**src/rtl/sysctl_pkg.sv**
```systemverilog
// Shared constants and the address map of the configuration byte store.
// Assumes an 8-bit offset space and byte-wide data.
package sysctl_pkg;
    localparam int DW = 8;
    localparam int AW = 8;

    localparam logic [7:0] REV_LO_OFS   = 8'h08;
    localparam logic [7:0] REV_HI_OFS   = 8'h09;
    localparam logic [7:0] REV_VALUE    = 8'h03;
    localparam logic [7:0] STAT_OFS     = 8'h50;
    localparam logic [7:0] MASK_OFS     = 8'h52;
    localparam logic [7:0] GPO_DATA_OFS = 8'h78;
    localparam logic [7:0] GPO_EN_OFS   = 8'h7C;

    localparam int CFG_SLOTS = 43;
    localparam int SLOT_W    = $clog2(CFG_SLOTS);

    typedef struct packed {
        logic              hit;
        logic [SLOT_W-1:0] idx;
    } slot_t;

    // Map an offset onto a storage slot of the configuration store.
    function automatic slot_t cfg_slot(input logic [7:0] a);
        slot_t s;
        int    o;
        int    base;
        int    first;
        int    last;
        o     = int'(a);
        base  = -1;
        first = 0;
        last  = 0;
        if (o == 'h54)                  begin base = 0;  first = 'h54; end
        else if (o >= 'h60 && o <= 'h61) begin base = 1;  first = 'h60; end
        else if (o >= 'h64 && o <= 'h66) begin base = 3;  first = 'h64; end
        else if (o >= 'h68 && o <= 'h6A) begin base = 6;  first = 'h68; end
        else if (o >= 'h6C && o <= 'h6E) begin base = 9;  first = 'h6C; end
        else if (o >= 'h70 && o <= 'h72) begin base = 12; first = 'h70; end
        else if (o >= 'h80 && o <= 'h82) begin base = 15; first = 'h80; end
        else if (o >= 'h84 && o <= 'h86) begin base = 18; first = 'h84; end
        else if (o >= 'h88 && o <= 'h8A) begin base = 21; first = 'h88; end
        else if (o >= 'h8C && o <= 'h8D) begin base = 24; first = 'h8C; end
        else if (o >= 'h90 && o <= 'h91) begin base = 26; first = 'h90; end
        else if (o >= 'h98 && o <= 'h9F) begin base = 28; first = 'h98; end
        else if (o >= 'hA0 && o <= 'hA1) begin base = 36; first = 'hA0; end
        else if (o == 'hE0)              begin base = 38; first = 'hE0; end
        else if (o >= 'hE4 && o <= 'hE5) begin base = 39; first = 'hE4; end
        else if (o == 'hFC)              begin base = 41; first = 'hFC; end
        else if (o == 'hFF)              begin base = 42; first = 'hFF; end
        last  = base + o - first;
        s.hit = (base >= 0);
        s.idx = s.hit ? SLOT_W'(last) : '0;
        return s;
    endfunction
endpackage

```
**src/rtl/sysctl_irq_agg.sv**
```systemverilog
// Interrupt merge: samples the sub-block lines into a status register each
// cycle and drives one output from status AND mask.
// Assumes LINES <= 8 so status and mask each fit one bus byte.
module sysctl_irq_agg #(
    parameter int LINES = 8
) (
    input  logic             clk,
    input  logic             rst_n,
    input  logic [LINES-1:0] lines,
    input  logic             mask_we,
    input  logic [LINES-1:0] mask_wdata,
    output logic [LINES-1:0] status,
    output logic [LINES-1:0] mask,
    output logic             irq
);
    logic [LINES-1:0] status_q;
    logic [LINES-1:0] mask_q;

    // Status follows the lines with one register stage.
    always_ff @(posedge clk) begin
        if (!rst_n) status_q <= '0;
        else        status_q <= lines;
    end

    // Mask is loaded by a bus write.
    always_ff @(posedge clk) begin
        if (!rst_n)       mask_q <= '0;
        else if (mask_we) mask_q <= mask_wdata;
    end

    // Merged interrupt.
    always_comb irq = |(status_q & mask_q);

    assign status = status_q;
    assign mask   = mask_q;
endmodule

```
**src/rtl/sysctl_gpo.sv**
```systemverilog
// Output pin registers: per-byte data and enable, the effective level and a
// one-cycle change vector against the level of the previous cycle.
// Assumes data bytes and enable bytes each sit at consecutive offsets.
module sysctl_gpo #(
    parameter int         BYTES    = 3,
    parameter logic [7:0] DATA_OFS = 8'h78,
    parameter logic [7:0] EN_OFS   = 8'h7C,
    localparam int        PINS     = 8 * BYTES
) (
    input  logic            clk,
    input  logic            rst_n,
    input  logic            wr,
    input  logic [7:0]      addr,
    input  logic [7:0]      wdata,
    output logic [PINS-1:0] data_q,
    output logic [PINS-1:0] en_q,
    output logic [PINS-1:0] level,
    output logic [PINS-1:0] change
);
    logic [PINS-1:0] prev_q;

    for (genvar b = 0; b < BYTES; b++) begin : g_byte
        localparam logic [7:0] D_OFS = DATA_OFS + 8'(b);
        localparam logic [7:0] E_OFS = EN_OFS + 8'(b);

        // Data byte b is loaded by a write to its offset.
        always_ff @(posedge clk) begin
            if (!rst_n)                     data_q[8*b +: 8] <= '0;
            else if (wr && addr == D_OFS)   data_q[8*b +: 8] <= wdata;
        end

        // Enable byte b is loaded by a write to its offset.
        always_ff @(posedge clk) begin
            if (!rst_n)                     en_q[8*b +: 8] <= '0;
            else if (wr && addr == E_OFS)   en_q[8*b +: 8] <= wdata;
        end
    end

    // Effective driven level.
    always_comb level = data_q & en_q;

    // Level of the previous cycle, for change detection.
    always_ff @(posedge clk) begin
        if (!rst_n) prev_q <= '0;
        else        prev_q <= level;
    end

    // Pins whose level moved on the last edge.
    always_comb change = level ^ prev_q;
endmodule

```
**src/rtl/sysctl_cfg_store.sv**
```systemverilog
// Configuration byte store: SLOTS read/write bytes addressed by slot index.
// Assumes the caller maps offsets to slots and qualifies the write.
module sysctl_cfg_store #(
    parameter int  SLOTS  = 43,
    localparam int IDX_W  = $clog2(SLOTS)
) (
    input  logic             clk,
    input  logic             rst_n,
    input  logic             we,
    input  logic [IDX_W-1:0] idx,
    input  logic [7:0]       wdata,
    output logic [7:0]       rdata
);
    logic [7:0] slot_q [SLOTS];

    for (genvar s = 0; s < SLOTS; s++) begin : g_slot
        // Slot s is loaded by a write that selects it.
        always_ff @(posedge clk) begin
            if (!rst_n)                        slot_q[s] <= '0;
            else if (we && idx == IDX_W'(s))   slot_q[s] <= wdata;
        end
    end

    // Read selection by index.
    always_comb begin
        rdata = '0;
        for (int s = 0; s < SLOTS; s++) begin
            if (idx == IDX_W'(s)) rdata = slot_q[s];
        end
    end
endmodule

```
**src/rtl/sysctl_regbank.sv**
```systemverilog
// Top of the system control register bank: offset decode, read mux and
// registered read data over the interrupt, output pin and config stores.
// Assumes at most one of bus_wr/bus_rd per cycle, one byte per access.
module sysctl_regbank
    import sysctl_pkg::*;
#(
    parameter int  IRQ_LINES = 8,
    parameter int  GPO_BYTES = 3,
    localparam int GPO_PINS  = 8 * GPO_BYTES
) (
    input  logic                clk,
    input  logic                rst_n,
    input  logic [AW-1:0]       bus_addr,
    input  logic [DW-1:0]       bus_wdata,
    input  logic                bus_wr,
    input  logic                bus_rd,
    output logic [DW-1:0]       bus_rdata,
    input  logic [IRQ_LINES-1:0] sub_irq_in,
    output logic                irq_out,
    output logic [GPO_PINS-1:0] gpo_level,
    output logic [GPO_PINS-1:0] gpo_change
);
    logic [IRQ_LINES-1:0] irq_status;
    logic [IRQ_LINES-1:0] irq_mask;
    logic [GPO_PINS-1:0]  gpo_data;
    logic [GPO_PINS-1:0]  gpo_en;
    logic [DW-1:0]        cfg_rdata;
    logic [DW-1:0]        rd_mux;
    logic [DW-1:0]        rdata_q;
    slot_t                slot;

    // Offset to config slot.
    always_comb slot = cfg_slot(bus_addr);

    sysctl_irq_agg #(.LINES(IRQ_LINES)) u_irq (
        .clk        (clk),
        .rst_n      (rst_n),
        .lines      (sub_irq_in),
        .mask_we    (bus_wr && bus_addr == MASK_OFS),
        .mask_wdata (bus_wdata[IRQ_LINES-1:0]),
        .status     (irq_status),
        .mask       (irq_mask),
        .irq        (irq_out)
    );

    sysctl_gpo #(
        .BYTES    (GPO_BYTES),
        .DATA_OFS (GPO_DATA_OFS),
        .EN_OFS   (GPO_EN_OFS)
    ) u_gpo (
        .clk    (clk),
        .rst_n  (rst_n),
        .wr     (bus_wr),
        .addr   (bus_addr),
        .wdata  (bus_wdata),
        .data_q (gpo_data),
        .en_q   (gpo_en),
        .level  (gpo_level),
        .change (gpo_change)
    );

    sysctl_cfg_store #(.SLOTS(CFG_SLOTS)) u_cfg (
        .clk   (clk),
        .rst_n (rst_n),
        .we    (bus_wr && slot.hit),
        .idx   (slot.idx),
        .wdata (bus_wdata),
        .rdata (cfg_rdata)
    );

    // Read data selection; unmapped offsets give zero.
    always_comb begin
        rd_mux = '0;
        if (bus_addr == REV_LO_OFS)      rd_mux = REV_VALUE;
        else if (bus_addr == STAT_OFS)   rd_mux[IRQ_LINES-1:0] = irq_status;
        else if (bus_addr == MASK_OFS)   rd_mux[IRQ_LINES-1:0] = irq_mask;
        else if (slot.hit)               rd_mux = cfg_rdata;
        for (int b = 0; b < GPO_BYTES; b++) begin
            if (bus_addr == GPO_DATA_OFS + 8'(b)) rd_mux = gpo_data[8*b +: 8];
            if (bus_addr == GPO_EN_OFS + 8'(b))   rd_mux = gpo_en[8*b +: 8];
        end
    end

    // Registered read data, held between reads.
    always_ff @(posedge clk) begin
        if (!rst_n)      rdata_q <= '0;
        else if (bus_rd) rdata_q <= rd_mux;
    end

    assign bus_rdata = rdata_q;
endmodule

```
**config.mk**
```make
export PLATFORM = sky130hd
export DESIGN_NAME = sysctl_regbank
export DESIGN_NICKNAME = d
export VERILOG_FILES = /design/src/rtl/sysctl_pkg.sv /design/src/rtl/sysctl_irq_agg.sv /design/src/rtl/sysctl_gpo.sv /design/src/rtl/sysctl_cfg_store.sv /design/src/rtl/sysctl_regbank.sv
export SDC_FILE = /design/constraint.sdc
export NUM_CORES = 1
export LEC_CHECK = 0
export ABC_AREA = 1
export BUFFER_PORTS_ARGS = -buffer_cell sky130_fd_sc_hd__buf_4
export CAP_MARGIN = 20
export CELL_PAD_IN_SITES_DETAIL_PLACEMENT = 1
export CELL_PAD_IN_SITES_GLOBAL_PLACEMENT = 2
export CORE_MARGIN = 4
export CORE_UTILIZATION = 25
export DETAILED_ROUTE_END_ITERATION = 10
export PLACE_DENSITY = 0.56
export SETUP_SLACK_MARGIN = 0.15
export SLEW_MARGIN = 20
export SYNTH_ARGS = -nofsm -noshare
export SYNTH_HDL_FRONTEND = slang
export SYNTH_SLANG_ARGS = --single-unit
```
**constraint.sdc**
```tcl
create_clock -name clk -period 4.9 [get_ports clk]
set_input_delay 0 -clock clk [delete_from_list [all_inputs] [get_ports clk]]
set_output_delay 0 -clock clk [all_outputs]
set_load 0.005 [all_outputs]
```
# --- Word-level counts from Yosys, hierarchy flattened ---
# Memories as Yosys holds them, arrays and structs flattened.
# Cells that the tools add are included.
word_totals:
  reg_bits: 96
  latchBits: 0
  mem_bits_rw: 344
  rom_bits: 0
  out_inout_bits: 57
  elab_cells: 468
  mem_count: 1
mem_list:
  columns: ["memory", "words", "word_bits", "read_ports", "rd_ports_with_merged_regs", "write_ports", "line_no", "text"]
  rows:
  - ["u_cfg.slot_q", 43, 8, 43, 0, 43, "sysctl_cfg_store.sv:14", "logic [7:0] slot_q [SLOTS];"]
classes:
  addsub: 2
  mul: 0
  div_mod_pow: 0
  magnitude_cmp: 27
  n_eq_ne: 55
  shift: 0
  muxes: 261
  bitwise: 46
  n_reduce_logical: 66
op_table:
  columns: ["op", "n"]
  rows:
  - ["8-bit two-way mux", 96]
  - ["32-bit two-way mux", 17]
  - ["1-bit two-way mux", 130]
  - ["6-bit two-way mux", 18]
  - ["6-bit by 5-bit equality test with 1-bit output (second input constant)", 16]
  - ["8-bit by 7-bit equality test with 1-bit output (second input constant)", 9]
  - ["6-bit equality test (second input constant)", 11]
  - ["8-bit >= comparator (second input constant)", 8]
  - ["8-bit <= comparator (second input constant)", 8]
  - ["1-bit logical AND", 64]
  - ["6-bit by 4-bit equality test with 1-bit output (second input constant)", 8]
  - ["1-bit OR", 43]
  - ["8-bit by 7-bit >= comparator with 1-bit output (second input constant)", 5]
  - ["8-bit by 7-bit <= comparator with 1-bit output (second input constant)", 5]
  - ["32-bit by 1-bit >= comparator with 1-bit output (second input constant)", 1]
  - ["24-bit AND", 1]
  - ["6-bit by 3-bit equality test with 1-bit output (second input constant)", 4]
  - ["8-bit equality test (second input constant)", 3]
  - ["24-bit XOR", 1]
  - ["6-bit by 2-bit equality test with 1-bit output (second input constant)", 2]
  - ["8-bit AND", 1]
  - ["8-bit by 4-bit equality test with 1-bit output (second input constant)", 1]
  - ["8-bit OR reduction", 1]
  - ["6-bit adder", 1]
  - ["3 further kinds", 3]

# --- Longest topological paths before layout ---
depth:
  word_depth: 75
  depth_mapped: 63
  ltp_nobuf: 62

# --- Hierarchy ---
# Synthesis repeated with hierarchy kept, for this count alone.
hier_totals:
  hier_cells: 2545
  hier_area_um2: 21670.8
modules_own_cells:
  columns: ["module", "n_inst", "cells_per_inst", "area_per_inst_um2"]
  rows:
  - ["sysctl_cfg_store", 1, 1587, 15667.5]
  - ["sysctl_gpo", 1, 503, 3482.1]
  - ["sysctl_regbank", 1, 382, 1965.6]
  - ["sysctl_irq_agg", 1, 73, 555.5]

# --- Worst setup path before layout ---
# Ideal clock, no wire load.
synth_path:
  kind: "in2reg"
  from: "input port bus_addr[7]"
  to: "register rdata_q[4], in the netlist bus_rdata[4]"
  arrival_time_ns: 5.197
  setup_slack_ns: -0.429
  cell_stages: 55
  cell_sequence: "buf_2 -> clkinv_2 -> o21a_1 -> o21ai_0 -> nand2_1 -> nand2_1 -> or4_1 -> fa_1 -> inv_1 -> ha_1 -> nand4_1 -> a31o_2 -> nand2_1 -> inv_1 -> nand3_1 -> nand3_1 -> nand2_2 -> nand2_4 -> [... 19 more ...] -> nand2_1 -> nand3_1 -> nand2_1 -> nand2_1 -> nand2_1 -> nand3_1 -> nand2_1 -> nand4_1 -> nor2_1 -> nand4_1 -> nand2_1 -> nand3_1 -> nand2_1 -> nand4_1 -> nand2_1 -> nand4_1 -> nand2_1 -> a21oi_1"
synth_via:
  elab_chain_cells: 75
  word_cells_on_any_way: 186
synth_rtl:
  columns: ["item", "line_no", "text"]
  rows:
  - ["start, declared", "sysctl_regbank.sv:13", "input logic [AW-1:0] bus_addr,"]
  - ["parallel branches: the longest is 74 deep, another holds 8-bit >= comparator", null, null]
  - ["8-bit two-way mux (*)", "sysctl_regbank.sv:80", "if (bus_addr == GPO_EN_OFS + 8'(b)) rd_mux = gpo_en[8*b +: 8];"]
  - ["end signal, assigned", "sysctl_regbank.sv:87", "else if (bus_rd) rdata_q <= rd_mux;"]
  - ["end, declared", "sysctl_regbank.sv:29", "logic [DW-1:0] rdata_q;"]
# Mark *: on every way between the ends.
# A chain may end at the register's enable or synchronous reset.

# --- Worst setup path in the final report ---
layout_path:
  from: "input port bus_addr[4]"
  to: "register rdata_q[7], in the netlist bus_rdata[7]"
# The elaborated chain is that of the path after synthesis.

==> impl_results.rst <==
.. list-table::
   :header-rows: 1

   * - Metric
     - Value
   * - Height of the chip
     - 297.8 um
   * - Required time at the endpoint of the critical path
     - 5.37 ns
   * - Number of buffers created by CTS
     - 54
   * - Startpoint of the worst setup timing path
     - bus_addr[4]
   * - Fraction of registers with async set or reset after synthesis
     - 0%
   * - Port Buffers
     - 84
   * - DIE WIDTH
     - 297.8 um
   * - Cell Area, Synth
     - 20990 sq um
   * - Commonest cells after routing, fill and taps aside
     - nand2_1 (547), nor2_1 (482), buf_4 (371)
   * - Status
     - finished with violations
   * - Instance area at placement
     - 24950 sq um
   * - Highest cell delay on the worst timing path
     - 0.51 ns
   * - Sink Count
     - 440
   * - Post-Synthesis Cells
     - 2464
   * - Starting utilization of the core area
     - 25.40%
   * - FF-to-FF End
     - bus_rdata[7]
   * - Register bit total from synthesis
     - 440
   * - Post-detailed-route via-to-cell ratio
     - 4.559
   * - Critical path startpoint category
     - input pin
   * - Count of nets after finishing
     - 2885
   * - Mean post-synth cell area
     - 8.518 sq um
   * - Synthesis-to-finish area growth
     - 33.16%
   * - Proportion of synthesized chip area in sequential cells
     - 58.37%
   * - Max capacitance violation total
     - 0
   * - Total vias in the final route
     - 18.05k
   * - DR top layer
     - met4
   * - Hold violation total from the final report
     - 0
   * - CP endpoint kind
     - flop
   * - Final core utilization
     - 33.82%
   * - Number of max-slew violations in the final report
     - 0
   * - Number of inserted diodes
     - 0
   * - Later-pin clock latency in the skew report
     - 0.61 ns
   * - Number of cells traversed by the worst register-to-register path
     - 36
   * - Wire length on met2
     - 38.13 mm
   * - I/O pins
     - 85
   * - Arr. time, crit path
     - 6.50 ns
   * - Die Outline Area
     - 88660 sq um
   * - RSZ-0062 raised after global routing
     - yes
   * - Number of enable-type register cells in the synthesized netlist
     - 344
   * - Clock slew at the register clock pins of the worst setup and hold paths
     - 0.06 ns
   * - Initial antenna violation count
     - 0
   * - Drt first-iter violations
     - 1031
   * - Global-route wire length before repair
     - 120.7 mm
   * - Metal3 WL
     - 2.219 mm
   * - Total gr overflow
     - 0
   * - CTS tree
     - built
   * - Setup-violating endpoint count in the final report
     - 8
   * - Slowest stage cell on the critical path
     - fa_1
   * - Final instance area
     - 27950 sq um
   * - Peak supply drop
     - 0.2746 mV
   * - Largest fanout of any net on the critical path
     - 4
   * - Wire length per cell
     - 19.82 um
   * - # rows
     - 105
   * - Most frequent cell on the critical path
     - nand2_1
   * - First drt pass iteration count
     - 4
   * - Final Hold Slack
     - 0.1166 ns
   * - Antenna Violating Nets Remaining
     - 0
   * - Hold crit path type
     - in -> reg
   * - Detail Placement HPWL
     - 52.93 mm
   * - Count of H-tree levels built during CTS
     - 2
   * - Post-synth net total
     - 2503
   * - Total core area
     - 82640 sq um
   * - Synth warnings
     - 0
   * - Largest net degree at the start of global routing
     - 66
   * - Prevailing post-synth register cell
     - edfxtp_1
   * - GRT Util Overall
     - 17.59%
   * - Clock root buffer
     - clkbuf_16
   * - Wire length on met1
     - 36.55 mm
   * - Number of buffers on the longest clock path
     - 3
   * - Violated checks
     - negative setup slack
   * - Residual DRC
     - 0
   * - Power density over cell area
     - 431.0 nW/um^2
   * - Min Clock Period, post-route
     - 6.035 ns
   * - Most frequent standard cell in the layout excluding fill and tap cells
     - nand2_1
   * - Class of the most critical setup path
     - in -> reg
   * - Worst path depth
     - 64
   * - Setup skew after layout
     - 0.02252 ns
   * - Reg-to-reg critical path startpoint
     - u_cfg.slot_q[0][15]
   * - R2R Setup Slk
     - 0.98 ns
   * - Gp weighted congestion
     - 0.8013
   * - Fraction of layout instances using a drive strength above 1
     - 25.26%
   * - Worst Setup EP
     - bus_rdata[7]
   * - Total Neg Setup Slack
     - -7.352 ns
   * - Via count of the first global-routing pass
     - 19.56k
   * - Number of different library cells in the post-synthesis netlist
     - 43
   * - Leakage Power
     - 0.01160 uW
   * - Routed WL
     - 78.49 mm
   * - CP bufs+invs
     - 10
   * - Number of placed instances, taps included
     - 3801
   * - Transition at the pin with the smallest max-transition slack
     - 1.030 ns
   * - Final instance count without filler cells
     - 3960
   * - Family with the most delay on the worst path
     - simple AND/OR/NAND/NOR gates
   * - Slew headroom
     - 31.24%
   * - Fmax
     - 165.7 MHz
   * - Worst setup margin
     - -1.135 ns
   * - Portion of the clock cycle consumed by the worst path in the final layout
     - 123.2%
[per-stage QoR]
step	worst slack, ns	power [uW]
global placement	-2.527	7896
floorplan	-0.1746	6216
global route	-1.762	12780
detailed placement	-2.527	7920
finish	-1.135	12050
CTS	-1.388	12240
[cells in the mapped netlist (2+ instances only)]
cell type / number / share of area (%)
nand2_2: 9 / 0.27
buf_6: 2 / 0.11
nor2_1: 506 / 9.0
inv_2: 10 / 0.18
inv_1: 225 / 4.0
fa_1: 5 / 0.48
or2_2: 16 / 0.48
nand2_4: 2 / 0.11
clkbuf_1: 92 / 1.6
nand3_2: 3 / 0.14
nor2_2: 12 / 0.36
o21ai_0: 53 / 1.3
nand4_1: 67 / 2.0
dfxtp_1: 96 / 9.2
or2_0: 8 / 0.24
edfxtp_1: 344 / 49
nor3_1: 11 / 0.26
buf_2: 3 / 0.072
nand2_1: 642 / 11
or2_1: 2 / 0.060
ha_1: 6 / 0.36
xnor2_1: 27 / 1.1
a21oi_1: 152 / 3.6
o21ai_1: 2 / 0.048
a221oi_1: 2 / 0.083
nor2_4: 4 / 0.21
a31o_2: 2 / 0.083
nand3_1: 131 / 3.1
buf_1: 4 / 0.072
clkinv_1: 13 / 0.23
[how the worst min path moves through the flow]
stage | start | cells past startpoint | to
5_1_grt | bus_addr[1] | 5 | u_gpo.en_q[21]
3_5_place_dp | sub_irq_in[0] | 3 | u_irq.status[0]
3_3_place_gp | sub_irq_in[0] | 3 | u_irq.status[0]
2_1_floorplan | sub_irq_in[0] | 2 | u_irq.status[0]
6_report | bus_addr[1] | 5 | u_gpo.en_q[21]
4_1_cts | bus_addr[1] | 5 | u_gpo.en_q[21]
[layout make-up]
| type | instances | area (sq um) |
|---|---|---|
| tap | 1070 | 1339 |
| clock inverter | 25 | 151.4 |
| clock buffer | 75 | 1430 |
| sequential | 440 | 12250 |
| inverter | 249 | 984.7 |
| fill | 9589 | 54690 |
| timing repair buffer | 428 | 3556 |
| multi-input combinational | 1673 | 8235 |
[state kept, by name (all words and copies together), names as in the netlist]
register / flops
u_gpo.prev_q: 24
u_gpo.en_q: 24
u_cfg.slot_q: 344
u_irq.status: 8
u_gpo.data_q: 24
bus_rdata: 8
u_irq.mask: 8
[cell families (layout without fill, tap and decap cells)]
family                     count (synthesis)  after routing  synth area share (%)
and+or+nand+nor                         1417           1417                 27.92
xor gates and xnor gates                  27             27                 1.127
AOI/OAI and AO/OA                        218            218                 5.371
buffers and inverters                    351            777                 6.378
adders and majority gates                 11             11                0.8346
DFF                                      440            440                 58.37
[layer usage]
metal	global-route usage [%]	vias to the layer above
met4	3.923	0
met1	23.67	8960
li1	-	8782
met2	30.45	217
met3	2.024	95
met5	0	-
[repair_timing]
item	in CTS	in global routing
pin swaps	110	100
resized for setup	190	61
hold endpoints to repair	64	0
hold buffers	21	0
setup endpoints to repair	8	8
setup buffers	32	6
[power by group]
group	leakage [uW]	internal (uW)	total, uW	switching, uW
logic	0.00679	1480	3930	2450
clock network	0.000770	2080	3710	1640
registers	0.00405	4300	4400	102
total	0.0116	7860	12000	4190
[worst min-delay path, stage by stage]
cell,delay [ns]
buf_8,0.13
nand2_1,0.20
nor3_2,0.18
nand3_1,0.10
a21oi_1,0.06
Note: power is estimated with default switching activity, not from simulation.
